$ cat src/rtl/hz_pkg.sv
package hz_pkg;
  localparam logic [1:0] SEL_RF  = 2'b00;
  localparam logic [1:0] SEL_WB  = 2'b01;
  localparam logic [1:0] SEL_MEM = 2'b10;
  localparam int unsigned N_OPS  = 2;
endpackage

$ cat src/rtl/hz_operand_sel.sv
module hz_operand_sel
  import hz_pkg::*;
#(
  parameter int unsigned RW = 5
) (
  input  logic [RW-1:0] src,
  input  logic [RW-1:0] mem_rd,
  input  logic          mem_we,
  input  logic          mem_load,
  input  logic [RW-1:0] wb_rd,
  input  logic          wb_we,
  output logic [1:0]    sel
);
  logic src_live;
  logic hit_mem;
  logic hit_wb;

  always_comb begin
    src_live = (src != '0);
    // a load in memory has no data yet; it never feeds execute directly
    hit_mem  = src_live && mem_we && !mem_load && (mem_rd == src);
    hit_wb   = src_live && wb_we && (wb_rd == src);
    if (hit_mem)     sel = SEL_MEM;
    else if (hit_wb) sel = SEL_WB;
    else             sel = SEL_RF;
  end
endmodule

$ cat src/rtl/hz_load_use.sv
module hz_load_use #(
  parameter int unsigned RW = 5
) (
  input  logic [RW-1:0] id_src_a,
  input  logic [RW-1:0] id_src_b,
  input  logic          id_store,
  input  logic [RW-1:0] ex_rd,
  input  logic          ex_we,
  input  logic          ex_load,
  output logic          need_hold
);
  logic load_live;
  logic hit_a;
  logic hit_b;

  always_comb begin
    load_live = ex_load && ex_we && (ex_rd != '0);
    hit_a     = (id_src_a == ex_rd);
    // store data is consumed one stage later and bypassed there
    hit_b     = (id_src_b == ex_rd) && !id_store;
    need_hold = load_live && (hit_a || hit_b);
  end
endmodule

$ cat src/rtl/hz_store_fwd.sv
module hz_store_fwd #(
  parameter int unsigned RW = 5
) (
  input  logic          mem_store,
  input  logic [RW-1:0] mem_src_d,
  input  logic [RW-1:0] wb_rd,
  input  logic          wb_we,
  input  logic          wb_load,
  output logic          st_sel
);
  always_comb begin
    st_sel = mem_store && wb_load && wb_we && (wb_rd != '0) && (wb_rd == mem_src_d);
  end
endmodule

$ cat src/rtl/hz_unit.sv
module hz_unit
  import hz_pkg::*;
#(
  parameter int unsigned RW = 5
) (
  input  logic [RW-1:0] id_src_a,
  input  logic [RW-1:0] id_src_b,
  input  logic          id_store,
  input  logic [RW-1:0] ex_src_a,
  input  logic [RW-1:0] ex_src_b,
  input  logic [RW-1:0] ex_rd,
  input  logic          ex_we,
  input  logic          ex_load,
  input  logic [RW-1:0] mem_rd,
  input  logic          mem_we,
  input  logic          mem_load,
  input  logic          mem_store,
  input  logic [RW-1:0] mem_src_d,
  input  logic [RW-1:0] wb_rd,
  input  logic          wb_we,
  input  logic          wb_load,
  output logic [1:0]    fwd_a,
  output logic [1:0]    fwd_b,
  output logic          fwd_st,
  output logic          hold,
  output logic          bubble
);
  logic [N_OPS-1:0][RW-1:0] ex_src;
  logic [N_OPS-1:0][1:0]    op_sel;
  logic                     lu_hold;

  assign ex_src[0] = ex_src_a;
  assign ex_src[1] = ex_src_b;

  for (genvar g = 0; g < N_OPS; g++) begin : g_op
    hz_operand_sel #(.RW(RW)) u_sel (
      .src      (ex_src[g]),
      .mem_rd   (mem_rd),
      .mem_we   (mem_we),
      .mem_load (mem_load),
      .wb_rd    (wb_rd),
      .wb_we    (wb_we),
      .sel      (op_sel[g])
    );
  end

  hz_load_use #(.RW(RW)) u_lu (
    .id_src_a  (id_src_a),
    .id_src_b  (id_src_b),
    .id_store  (id_store),
    .ex_rd     (ex_rd),
    .ex_we     (ex_we),
    .ex_load   (ex_load),
    .need_hold (lu_hold)
  );

  hz_store_fwd #(.RW(RW)) u_st (
    .mem_store (mem_store),
    .mem_src_d (mem_src_d),
    .wb_rd     (wb_rd),
    .wb_we     (wb_we),
    .wb_load   (wb_load),
    .st_sel    (fwd_st)
  );

  assign fwd_a  = op_sel[0];
  assign fwd_b  = op_sel[1];
  assign hold   = lu_hold;
  assign bubble = lu_hold;
endmodule

$ cat config.mk
export PLATFORM = sky130hd
export DESIGN_NAME = hz_unit
export DESIGN_NICKNAME = d
export VERILOG_FILES = /design/src/rtl/hz_pkg.sv /design/src/rtl/hz_operand_sel.sv /design/src/rtl/hz_load_use.sv /design/src/rtl/hz_store_fwd.sv /design/src/rtl/hz_unit.sv
export SDC_FILE = /design/constraint.sdc
export NUM_CORES = 1
export LEC_CHECK = 0
export ABC_AREA = 0
export BUFFER_PORTS_ARGS = -buffer_cell sky130_fd_sc_hd__buf_2
export CAP_MARGIN = 10
export CORE_MARGIN = 2
export CORE_UTILIZATION = 40
export DETAILED_ROUTE_END_ITERATION = 10
export GPL_TIMING_DRIVEN = 0
export PLACE_DENSITY = 0.95
export SLEW_MARGIN = 30
export SYNTH_ARGS = -nofsm -noshare
export SYNTH_HDL_FRONTEND = slang
export SYNTH_SLANG_ARGS = --single-unit
$ cat constraint.sdc
create_clock -name vclk -period 3.24
set_clock_uncertainty 0.15 [all_clocks]
set_input_delay 0 -clock vclk [all_inputs]
set_output_delay 0 -clock vclk [all_outputs]
set_load 0.01 [all_outputs]
==> impl.org <==
** Finish
- Sequential cell count :: 0
- Commonest non-fill, non-tap cells in the layout :: sky130_fd_sc_hd__buf_2, sky130_fd_sc_hd__xnor2_1, sky130_fd_sc_hd__xor2_1, sky130_fd_sc_hd__nand4_1
- For this run, the post-layout net count is approximately 170.
- Most frequent standard cell in the layout excluding fill and tap cells :: sky130_fd_sc_hd__buf_2
- The finished cells cover slightly above 800 µm².
- # diodes :: 0
- Util after Layout :: about two thirds
- The clock buffers instantiated in the layout total 0.
- Compared with the post-synthesis result, the final layout area differs by 56.2%.
- Layout cells sized above 1 :: between 50% and 60%
- The sequential cells in the finished layout cover a total of 0 µm².
- Non-filler cells in the finished layout :: ~140

** Route
- Starting DRC count in detailed routing :: 3
- In this run the remaining antenna-violating nets after routing total 0.
- Vias per Instance :: 4.98
- Number of design rule violations left after detail routing :: 0
- After detailed routing, the total wire length is between 1000 and 1500 µm.
- Routed wire length per instance :: 10.6 µm
- Routed via count :: 682
- The first detailed-routing pass ran for 3 iterations.

** STA
- Final number of hold-violating endpoints :: 0
- Once routing completed, OpenROAD measured the worst setup slack at between 1.5 and 2 ns.
- Static timing analysis puts the maximum clock frequency at a little under 0.7 GHz.
- Setup repair after global routing left no endpoint under its margin.
- Setup violations remaining at the end of the flow were counted as 0.
- After routing, the total negative slack on setup checks comes to 0 ns.
- Actual transition at the worst max-transition pin :: around 0.43 ns
- Hold slack :: around 0.18 ns
- Min Clock Period, post-route :: approximately 1.5 ns
- Max-slew violation count :: 0
- Max_slew headroom :: a little under three quarters
- Dividing the final minimum period by the clock period gives around 46%.

** GRT
- The number of global-route vias before repair was between 500 and 600.
- The total overflow left after global routing is 0.
- GRT Util Overall :: about 18%
- Entering global routing, the biggest net connects 5 pins.
- Wire length of the first global-routing pass :: around 2100 µm
- Antenna violations before repair :: 0

** Hold path
- Hold-critical path depth :: 4
- Class of the tightest hold or removal check :: in2out

** Logic synthesis
- After synthesis the cells add up to between 500 and 600 µm².
- Part of the Yosys area used for sequential elements :: 0%
- The Yosys step of the flow raised 0 warnings.
- Synthesis produced a netlist with a net count of roughly 120.
- Counting distinct cell types in the post-synthesis netlist gives 22.
- Counting every instance in the synthesized netlist gives 67.
- Mean cell area of the mapped netlist :: 7.81 µm²

** Clocking
- Post-CTS Setup Repair Bufs :: 0
- Hold-fix buffers, CTS :: 0
- Cts repair resizes :: 0

** Critical path
- Crit path capture type :: primary output
- STA classifies the critical path startpoint as a primary input.
- Critical path fanouts, max :: 3
- Critical path class :: in2out
- For this run, the slowest stage of the critical path takes about 0.53 ns.
- Arrival time of the worst setup path :: between 1 and 1.5 ns
- Data required time of the worst path :: around 3 ns
- Critical-path cell list :: buf_2 > or4_1 > nor2_2 > nor4_2 > nor4_2 > buf_2
- Crit-path slowest cell :: sky130_fd_sc_hd__or4_1

** Floorplan
- In this run the count of I/O pins placed on the die edge is 55.
- Full die area :: ~0.0016 mm²
- Effective utilization at floorplan :: a little over two fifths
- Row generation in the floorplan step produced 13 rows.
- Core area :: 0.00125 mm²
- In this run the horizontal extent of the chip is ~40 µm.
- Vertical extent of the die :: between 40 and 50 µm

** Place
- After legalization and detailed placement, the total HPWL measured 1370 µm.
- Timing analysis after detailed placement gives a worst setup slack of ~1.8 ns.
- Buffers added on ports :: between 50 and 60
- At the end of routability-driven placement, the weighted congestion stood at between 0.6 and 0.7.
- After detailed placement, the design holds a cell count of around 140.
- In this run the cell area measured after placement is 817 µm².

** Run
- Max-cap violations in this run came to 0.

** Run status
- The flow ran to the end, and the final reports show no timing, DRC or antenna violations.

** Pwr
- Final total power :: approximately 0.095 mW
- Across the VDD grid, the largest voltage drop is ~0.000048 V.
- Leak pwr :: between 0.3 and 0.4 nW
- Dividing total power by cell area gives a power density of 116 mW/mm².
==> metal layers <==
layer | GRT usage (%) | wire (µm) | up-vias
met3 | 1.11 | 154 | 0
met1 | 16.2 | 481 | 294
met2 | 42.3 | 810 | 39
met4 | 0 | 0 | 0
met5 | 0 | 0 | -
li1 | - | - | 349
==> worst paths after layout <==
| path | endpoint | slack (ns) | from |
|---|---|---|---|
| worst min-delay path | fwd_st | 0.18 | wb_load |
| worst max-delay path | fwd_b[0] | 1.76 | ex_src_b[0] |
==> power breakdown <==
group / switching [mW] / total (mW) / internal [mW]
registers: 0 / 0 / 0
clock network: 0 / 0 / 0
logic: 0.0428 / 0.0952 / 0.0524
total: 0.0428 / 0.0952 / 0.0524
==> cell usage after synthesis <==
library cell	n	share of area (%)
sky130_fd_sc_hd__a21oi_1	2	1.9
sky130_fd_sc_hd__a221oi_1	1	1.7
sky130_fd_sc_hd__buf_4	3	4.3
sky130_fd_sc_hd__inv_1	2	1.4
sky130_fd_sc_hd__nand2_1	2	1.4
sky130_fd_sc_hd__nand2b_1	1	1.2
sky130_fd_sc_hd__nand3_1	2	1.9
sky130_fd_sc_hd__nand4_1	5	6.0
sky130_fd_sc_hd__nor2_1	1	0.72
sky130_fd_sc_hd__nor2_2	1	1.2
sky130_fd_sc_hd__nor2_4	1	2.2
sky130_fd_sc_hd__nor3_1	3	2.9
sky130_fd_sc_hd__nor4_1	1	1.2
sky130_fd_sc_hd__nor4_2	3	7.2
sky130_fd_sc_hd__nor4bb_1	1	1.9
sky130_fd_sc_hd__o211ai_1	1	1.4
sky130_fd_sc_hd__o221ai_1	1	1.7
sky130_fd_sc_hd__or3_1	1	1.2
sky130_fd_sc_hd__or4_1	2	2.9
sky130_fd_sc_hd__or4_4	1	2.2
sky130_fd_sc_hd__xnor2_1	25	42
sky130_fd_sc_hd__xor2_1	7	12
==> cell families (layout without fill, tap and decap cells) <==
logic type / after synthesis / in the layout / share of synthesized area [%]
and+or+nand+nor: 25 / 25 / 34.0
buffers and inverters: 5 / 60 / 5.74
AOI/OAI and AO/OA: 5 / 5 / 6.70
xor gates and xnor gates: 32 / 32 / 53.6
==> worst max-delay path, delay by kind of cell <==
| family | cells | cell delay, ns |
|---|---|---|
| buffers and inverters | 2 | 0.29 |
| AND/OR/NAND/NOR | 4 | 1.04 |
==> cell type report <==
class | count | area, µm²
Fill cell | 93 | 435
Buffer | 3 | 22.5
Inverter | 2 | 7.51
Multi-Input combinational cell | 62 | 493
Tap cell | 15 | 18.8
Timing Repair Buffer | 55 | 275
(Power assumes the default switching activity.)
